[src/rtl/wk_req_pkg.sv]
package wk_req_pkg;

  typedef enum logic [1:0] {
    SRC_NONE  = 2'd0,
    SRC_NACK  = 2'd1,
    SRC_READ  = 2'd2,
    SRC_QUEUE = 2'd3
  } src_e;

  // next value of an up/down counter
  function automatic int fly_next(int cnt, bit inc, bit dec);
    return cnt + (inc ? 1 : 0) - (dec ? 1 : 0);
  endfunction

  // writeback storage still free after counting every claimed slot
  function automatic bit wb_has_room(int queued, int wr_fly, bit nack_wr, int depth);
    return (queued + wr_fly + (nack_wr ? 1 : 0)) < depth;
  endfunction

endpackage

[src/rtl/wk_fly_ctr.sv]
module wk_fly_ctr #(
  parameter int W = 3
) (
  input  logic         clk,
  input  logic         rst_n,
  input  logic         inc,
  input  logic         dec,
  output logic [W-1:0] cnt
);
  import wk_req_pkg::*;

  always_ff @(posedge clk or negedge rst_n) begin
    if (!rst_n) cnt <= '0;
    else        cnt <= W'(fly_next(int'(cnt), inc, dec));
  end
endmodule

[src/rtl/wk_wb_stack.sv]
module wk_wb_stack #(
  parameter int DEPTH  = 4,
  parameter int ADDR_W = 16,
  parameter int DATA_W = 16,
  localparam int CNT_W = $clog2(DEPTH + 1)
) (
  input  logic              clk,
  input  logic              rst_n,
  input  logic              push_a,
  input  logic [ADDR_W-1:0] a_addr,
  input  logic [DATA_W-1:0] a_data,
  input  logic              push_b,
  input  logic [ADDR_W-1:0] b_addr,
  input  logic [DATA_W-1:0] b_data,
  input  logic              pop,
  output logic              nonempty,
  output logic [ADDR_W-1:0] top_addr,
  output logic [DATA_W-1:0] top_data,
  output logic [CNT_W-1:0]  count
);
  logic [ADDR_W-1:0] e_addr [DEPTH];
  logic [DATA_W-1:0] e_data [DEPTH];

  // lower write slot takes push_a when present, upper slot takes push_b
  logic              lo_en, hi_en;
  logic [ADDR_W-1:0] lo_addr;
  logic [DATA_W-1:0] lo_data;
  logic [CNT_W-1:0]  lo_idx, hi_idx;

  assign lo_en   = push_a || push_b;
  assign hi_en   = push_a && push_b;
  assign lo_addr = push_a ? a_addr : b_addr;
  assign lo_data = push_a ? a_data : b_data;
  assign lo_idx  = count;
  assign hi_idx  = count + CNT_W'(1);

  genvar gi;
  generate
    for (gi = 0; gi < DEPTH; gi++) begin : g_ent
      always_ff @(posedge clk or negedge rst_n) begin
        if (!rst_n) begin
          e_addr[gi] <= '0;
          e_data[gi] <= '0;
        end else if (lo_en && lo_idx == CNT_W'(gi)) begin
          e_addr[gi] <= lo_addr;
          e_data[gi] <= lo_data;
        end else if (hi_en && hi_idx == CNT_W'(gi)) begin
          e_addr[gi] <= b_addr;
          e_data[gi] <= b_data;
        end
      end
    end
  endgenerate

  always_ff @(posedge clk or negedge rst_n) begin
    if (!rst_n)     count <= '0;
    else if (pop)   count <= count - CNT_W'(1);
    else if (hi_en) count <= count + CNT_W'(2);
    else if (lo_en) count <= count + CNT_W'(1);
  end

  always_comb begin
    top_addr = '0;
    top_data = '0;
    for (int i = 0; i < DEPTH; i++) begin
      if (count == CNT_W'(i + 1)) begin
        top_addr = e_addr[i];
        top_data = e_data[i];
      end
    end
  end

  assign nonempty = (count != '0);
endmodule

[src/rtl/wk_send_arb.sv]
module wk_send_arb #(
  parameter int ADDR_W = 16,
  parameter int DATA_W = 16
) (
  input  logic               en,
  input  logic               nack_v,
  input  logic               nack_wr,
  input  logic [ADDR_W-1:0]  nack_addr,
  input  logic [DATA_W-1:0]  nack_data,
  input  logic               rd_v,
  input  logic [ADDR_W-1:0]  rd_addr,
  input  logic               q_v,
  input  logic [ADDR_W-1:0]  q_addr,
  input  logic [DATA_W-1:0]  q_data,
  output logic               valid,
  output logic               wr,
  output logic [ADDR_W-1:0]  addr,
  output logic [DATA_W-1:0]  data,
  output wk_req_pkg::src_e   src
);
  import wk_req_pkg::*;

  always_comb begin
    src  = SRC_NONE;
    wr   = 1'b0;
    addr = '0;
    data = '0;
    if (en) begin
      if (nack_v) begin
        src  = SRC_NACK;
        wr   = nack_wr;
        addr = nack_addr;
        data = nack_data;
      end else if (rd_v) begin
        src  = SRC_READ;
        addr = rd_addr;
      end else if (q_v) begin
        src  = SRC_QUEUE;
        wr   = 1'b1;
        addr = q_addr;
        data = q_data;
      end
    end
  end

  assign valid = (src != SRC_NONE);
endmodule

[src/rtl/wk_req_sched.sv]
module wk_req_sched #(
  parameter int DEPTH  = 4,
  parameter int ADDR_W = 16,
  parameter int DATA_W = 16,
  localparam int CNT_W = $clog2(DEPTH + 1),
  localparam int FLY_W = $clog2(DEPTH + 3)
) (
  input  logic              clk,
  input  logic              rst_n,
  input  logic              start_valid,
  input  logic [ADDR_W-1:0] start_addr,
  output logic              start_ready,
  input  logic              step_valid,
  input  logic              step_rd_valid,
  input  logic [ADDR_W-1:0] step_rd_addr,
  input  logic              step_wb_valid,
  input  logic [ADDR_W-1:0] step_wb_addr,
  input  logic [DATA_W-1:0] step_wb_data,
  output logic              step_ready,
  output logic              wk_rsp_valid,
  output logic [DATA_W-1:0] wk_rsp_data,
  output logic              walk_done,
  output logic              req_valid,
  output logic              req_write,
  output logic [ADDR_W-1:0] req_addr,
  output logic [DATA_W-1:0] req_data,
  input  logic              req_accept,
  input  logic              retry_in,
  input  logic              rsp_valid,
  input  logic              rsp_nack,
  input  logic              rsp_write,
  input  logic [ADDR_W-1:0] rsp_addr,
  input  logic [DATA_W-1:0] rsp_data
);
  import wk_req_pkg::*;

  // registered state
  logic              busy_q, await_q, retry_q;
  logic              rd_v;
  logic [ADDR_W-1:0] rd_addr;
  logic              nack_v, nack_wr;
  logic [ADDR_W-1:0] nack_addr;
  logic [DATA_W-1:0] nack_data;

  // named internal events
  logic              send_en, req_acc, req_refuse;
  logic              nack_in, rd_ok_in, wr_rsp_in;
  logic              requeue_now, requeue_rd, requeue_wr;
  logic              start_acc, step_acc;
  logic              room, quiet;
  logic              q_v, q_pop, q_push_step;
  logic [ADDR_W-1:0] q_addr;
  logic [DATA_W-1:0] q_data;
  logic [CNT_W-1:0]  q_cnt;
  logic [FLY_W-1:0]  fly_cnt, wfly_cnt;
  src_e              src;

  assign req_acc    = req_valid && req_accept;
  assign req_refuse = req_valid && !req_accept;
  assign nack_in    = rsp_valid && rsp_nack;
  assign rd_ok_in   = rsp_valid && !rsp_nack && !rsp_write;
  assign wr_rsp_in  = rsp_valid && rsp_write;

  assign room = wb_has_room(int'(q_cnt), int'(wfly_cnt), nack_v && nack_wr, DEPTH);

  // a step is awaited: hold sending unless the stack is out of room
  assign send_en = !retry_q && !(await_q && room);

  assign start_ready = !busy_q;
  assign start_acc   = start_valid && !busy_q;
  assign step_ready  = await_q && room;
  assign step_acc    = step_valid && step_ready;

  assign wk_rsp_valid = rd_ok_in;
  assign wk_rsp_data  = rsp_data;

  // the NACK slot lives one cycle: sent, or put back by type
  assign requeue_now = nack_v && !(req_acc && src == SRC_NACK);
  assign requeue_rd  = requeue_now && !nack_wr;
  assign requeue_wr  = requeue_now && nack_wr;

  assign q_pop       = req_acc && src == SRC_QUEUE;
  assign q_push_step = step_acc && step_wb_valid;

  wk_send_arb #(.ADDR_W(ADDR_W), .DATA_W(DATA_W)) u_arb (
    .en        (send_en),
    .nack_v    (nack_v),
    .nack_wr   (nack_wr),
    .nack_addr (nack_addr),
    .nack_data (nack_data),
    .rd_v      (rd_v),
    .rd_addr   (rd_addr),
    .q_v       (q_v),
    .q_addr    (q_addr),
    .q_data    (q_data),
    .valid     (req_valid),
    .wr        (req_write),
    .addr      (req_addr),
    .data      (req_data),
    .src       (src)
  );

  wk_wb_stack #(.DEPTH(DEPTH), .ADDR_W(ADDR_W), .DATA_W(DATA_W)) u_stack (
    .clk      (clk),
    .rst_n    (rst_n),
    .push_a   (requeue_wr),
    .a_addr   (nack_addr),
    .a_data   (nack_data),
    .push_b   (q_push_step),
    .b_addr   (step_wb_addr),
    .b_data   (step_wb_data),
    .pop      (q_pop),
    .nonempty (q_v),
    .top_addr (q_addr),
    .top_data (q_data),
    .count    (q_cnt)
  );

  // one counter for all traffic, one for writebacks alone
  wk_fly_ctr #(.W(FLY_W)) u_fly_all (
    .clk (clk), .rst_n (rst_n),
    .inc (req_acc), .dec (rsp_valid),
    .cnt (fly_cnt)
  );

  wk_fly_ctr #(.W(FLY_W)) u_fly_wr (
    .clk (clk), .rst_n (rst_n),
    .inc (req_acc && req_write), .dec (wr_rsp_in),
    .cnt (wfly_cnt)
  );

  assign quiet = (fly_cnt == '0) && !rd_v && !q_v && !nack_v && !await_q;
  assign walk_done = busy_q && quiet;

  always_ff @(posedge clk or negedge rst_n) begin
    if (!rst_n) begin
      busy_q    <= 1'b0;
      await_q   <= 1'b0;
      retry_q   <= 1'b0;
      rd_v      <= 1'b0;
      rd_addr   <= '0;
      nack_v    <= 1'b0;
      nack_wr   <= 1'b0;
      nack_addr <= '0;
      nack_data <= '0;
    end else begin
      if (start_acc)      busy_q <= 1'b1;
      else if (walk_done) busy_q <= 1'b0;

      if (rd_ok_in)      await_q <= 1'b1;
      else if (step_acc) await_q <= 1'b0;

      if (req_refuse)    retry_q <= 1'b1;
      else if (retry_in) retry_q <= 1'b0;

      nack_v <= nack_in;
      if (nack_in) begin
        nack_wr   <= rsp_write;
        nack_addr <= rsp_addr;
        nack_data <= rsp_data;
      end

      if (start_acc) begin
        rd_v    <= 1'b1;
        rd_addr <= start_addr;
      end else if (step_acc && step_rd_valid) begin
        rd_v    <= 1'b1;
        rd_addr <= step_rd_addr;
      end else if (requeue_rd) begin
        rd_v    <= 1'b1;
        rd_addr <= nack_addr;
      end else if (req_acc && src == SRC_READ) begin
        rd_v    <= 1'b0;
      end
    end
  end
endmodule

[config.mk]
export PLATFORM = sky130hd
export DESIGN_NAME = wk_req_sched
export DESIGN_NICKNAME = d
export VERILOG_FILES = /design/src/rtl/wk_req_pkg.sv /design/src/rtl/wk_fly_ctr.sv /design/src/rtl/wk_wb_stack.sv /design/src/rtl/wk_send_arb.sv /design/src/rtl/wk_req_sched.sv
export SDC_FILE = /design/constraint.sdc
export NUM_CORES = 1
export LEC_CHECK = 0
export BUFFER_PORTS_ARGS = -buffer_cell sky130_fd_sc_hd__buf_2
export CORE_MARGIN = 2
export CORE_UTILIZATION = 63
export DETAILED_ROUTE_END_ITERATION = 6
export PLACE_DENSITY = 0.87
export RECOVER_POWER = 25
export SYNTH_ARGS = -nofsm -noshare
export SYNTH_HDL_FRONTEND = slang
export SYNTH_HIERARCHICAL = 1
export SYNTH_SLANG_ARGS = --single-unit
[constraint.sdc]
create_clock -name clk -period 5.99 [get_ports clk]
set_clock_uncertainty 0.1 [all_clocks]
set_input_delay 0.599 -clock clk [delete_from_list [all_inputs] [get_ports clk]]
set_output_delay 0.599 -clock clk [all_outputs]
set_load 0.02 [all_outputs]
==> flow_summary.toml <==
[status]
status = "finished with violations"
violations = "max-capacitance violations, max-slew violations"

[timing]
setup_viol_count_final = 0
finalMaxSlewViolations = 121
slew_headroom = -1.905
final-hold-violation-count = 0
rsz0062_at_grt = "false"
fin_crit_ps = 5217
period_share = 0.8709
tightest_slew_ps = 4358
setup_ws_ps = 773.5
fmax_mhz = 191.7
final.setup.tns_ps = 0

[die]
io_pins = 161
rows = 48
initial_utilization = 0.6435
die_height_um = 136.7
die_x_um = 136.7
die_area_um2 = 18680
core_um2 = 17240

[global_routing]
antenna_found_initial = 4
grt_pass1_wl_mm = 49.29
grt_max_degree = 86
grt_overflow = 0
grt_pass1_vias = 9453
grt_usage = 0.3437

[drt]
wl_per_cell_um = 23.33
drc = 0
antenna_left = 0
viasPerCell = 6.973
drt-total-wl_mm = 31.54
num_vias = 9428
drtIter0Drc = 1246
drt_first_pass_iters = 7

[worst_setup_path]
crit_path_end_kind = "flip-flop"
crit_slowest_cell = "and3_2"
cp-start-kind = "flip-flop"
cp.required_ps = 6220
r2r_setup_slack_ps = 770
crit_top_cell = "buf_4"
path_class = "reg2reg"
critPathArrivalTime_ps = 5440
worstPathCellList = "ha_1 > or4b_4 > nor3_1 > nor2_1 > clkinv_1 > a21oi_1 > nand4b_1 > and3_2 > buf_4 > o21ai_1 > o21ai_4 > buf_4 > mux2_2"
crit_fanout = 26
cpPeakStageDelay_ps = 740

[power_and_ir_drop]
p_int_uw = 3493
pwr-share-seq = 0.378
switchingPower_uw = 2271
clock_power_share = 0.208
ir_worst_vdd_uv = 295.8
p_leak_uw = 0.005224
netSwitchingFraction = 0.3940
powerDensity_nw_per_um2 = 470.6
p_comb_frac = 0.414

[finish]
stdcell_area_um2 = 12250
final_nets = 1236
nFillCells = 1202
drive_gt1_frac = 0.2560
syn2layout_area_growth_pct = 10.43

[synthesis]
netlist_top_cells_area = "dfrtp_1 (43%), a221o_1 (8.8%), mux2_2 (6.6%), mux2i_1 (4.5%), nor3_1 (4.4%)"
syn_inst = 1030
ys_async_sr_fraction = 1.000
yosys_warnings = 6
syn_area_per_cell_um2 = 10.77
synth_top_area_share = 0.4309
synth_most_common_cell = "dfrtp_1"
synth_fp_nets = 1153
yosysUniqueCellTypes = 59
yosys.area.top_type = "dfrtp_1"
ys_seq_elements = 191
ys_seq_area_frac = 0.4309
synth_common_cells = "dfrtp_1 (191), nor3_1 (98), a221o_1 (97), a21oi_1 (67), mux2_2 (65)"
synth_area_um2 = 11090
synth_flop_cell = "dfrtp_1"
synth-edff-count = 0

[clock_tree]
htree_levels = 4
clock_latency_ps = 450
cts_made_buffers = 17
numClockSinks = 191
cts_resized = 0
post_cts_buffers = 0
clk_path_buf_depth = 2
cts-root-buf = "clkbuf_16"
cts_tree = "yes"
clkTransAtPathRegs_ps = 70
ctsHoldBuffers = 0

[placement]
place.detailed.hpwl_mm = 20.12
placedInstanceArea_um2 = 11670
gp_congestion = 0.9225
post-place-ws_ps = 916.3
port_buffers = 160

[flow_run]
drv_cap = 2

[worst_hold_path]
hold_path.class = "in2reg"
-- per-layer routing --
layer,GRT usage,share of wire,up-vias
met5,0,0.00076,-
met4,0.1383,0.026,4
met3,0.09296,0.11,100
met2,0.5231,0.46,674
met1,0.4688,0.40,4561
li1,-,-,4089
-- stage by stage --
step	total power [µW]	cells	utilization	hold WS (ps)
3_5_place_dp	4503	1319	0.6768	373.6
2_1_floorplan	3841	1030	-	203.4
3_3_place_gp	4400	1319	0.6768	370.3
4_1_cts	5705	1350	0.7124	112.9
6_report	5764	1352	0.7107	239.5
5_1_grt	6041	1350	0.7104	229.8
-- state kept, by name (all words and copies together), names as in the netlist --
name / flops
await_q: 1
busy_q: 1
nack_addr: 16
nack_data: 16
nack_v: 1
nack_wr: 1
rd_addr: 16
rd_v: 1
retry_q: 1
u_fly_all/cnt: 3
u_fly_wr/cnt: 3
u_stack/count: 3
u_stack/e_addr: 64
u_stack/e_data: 64
-- cell usage in the layout (no fill, tap or decap), types with 2 or more instances in the layout --
cell,instances
o2bb2ai_1,31
diode_2,2
buf_4,20
mux2_2,65
inv_6,2
clkinv_4,3
fa_1,2
bufinv_16,3
inv_2,2
nand2b_1,2
a211oi_2,9
mux2i_1,50
nand3_1,3
xnor2_1,2
a221o_1,97
nand2_1,40
ha_1,14
clkbuf_8,2
xor3_1,2
mux2_1,32
a221oi_1,49
a211oi_1,8
a21oi_1,67
buf_2,143
nand2b_4,2
nand3b_1,16
inv_1,31
nor2b_1,3
and2_1,5
nor2_4,2
clkbuf_1,18
clkinvlp_4,3
and3_1,7
nor3_1,98
nor2_1,55
clkbuf_16,17
dfrtp_1,190
-- area by class of cell --
class | count | area, µm² | area share
antenna | 2 | 5.005 | 0.0004086
multi-input combinational | 688 | 5507 | 0.4495
clock inverter | 11 | 156.4 | 0.01277
timing repair buffer | 181 | 934.6 | 0.07630
tap | 225 | 281.5 | 0.02298
clock buffer | 20 | 456.7 | 0.03728
sequential | 191 | 4781 | 0.3903
inverter | 34 | 127.6 | 0.01042
-- kinds of logic (layout without fill, tap and decap cells) --
kind of cell | after synthesis | count (layout) | share of synthesized area
AOI/OAI and AO/OA | 273 | 273 | 0.2080
and+or+nand+nor | 247 | 247 | 0.1146
DFF | 191 | 191 | 0.4309
buffers and inverters | 151 | 246 | 0.07682
muxes | 147 | 147 | 0.1436
adders and majority gates | 16 | 16 | 0.01940
xor gates and xnor gates | 5 | 5 | 0.006656
other | 0 | 2 | 0
-- path summary, 6_finish.rpt --
kind,from,end,cells after the start
max in group asynchronous,rst_n,rd_addr[8]$_DFFE_PN0P_,2
worst max-delay path,u_stack/count[2]$_DFFE_PN0P_,u_stack/e_data[9]$_DFFE_PN0P_,13
min in group asynchronous,rst_n,nack_data[7]$_DFFE_PN0P_,1
worst min-delay path,retry_in,retry_q$_DFFE_PN0P_,2
worst max register to register,u_stack/count[2]$_DFFE_PN0P_,u_stack/e_data[9]$_DFFE_PN0P_,13
worst min register to register,rd_addr[6]$_DFFE_PN0P_,rd_addr[6]$_DFFE_PN0P_,1
-- critical path: cells and delay by family, from the launching register on --
| kind | cells | cell delay, ps |
|---|---|---|
| multiplexers | 1 | 350 |
| AO/OA/AOI/OAI | 3 | 680 |
| buffers and inverters | 3 | 1120 |
| flip-flops | 1 | 640 |
| AND/OR/NAND/NOR | 5 | 1850 |
| adder cells (fa/ha/maj) | 1 | 320 |
-- power by group through the flow --
stage	combinational [µW]	sequential [µW]	clock, µW
after floorplan	1810	2030	0
after global placement	2250	2150	0
after detailed placement	2330	2170	0
after CTS	2340	2160	1210
after global routing	2550	2230	1260
final	2390	2180	1200
No activity file was read; power rests on OpenSTA's default activity.
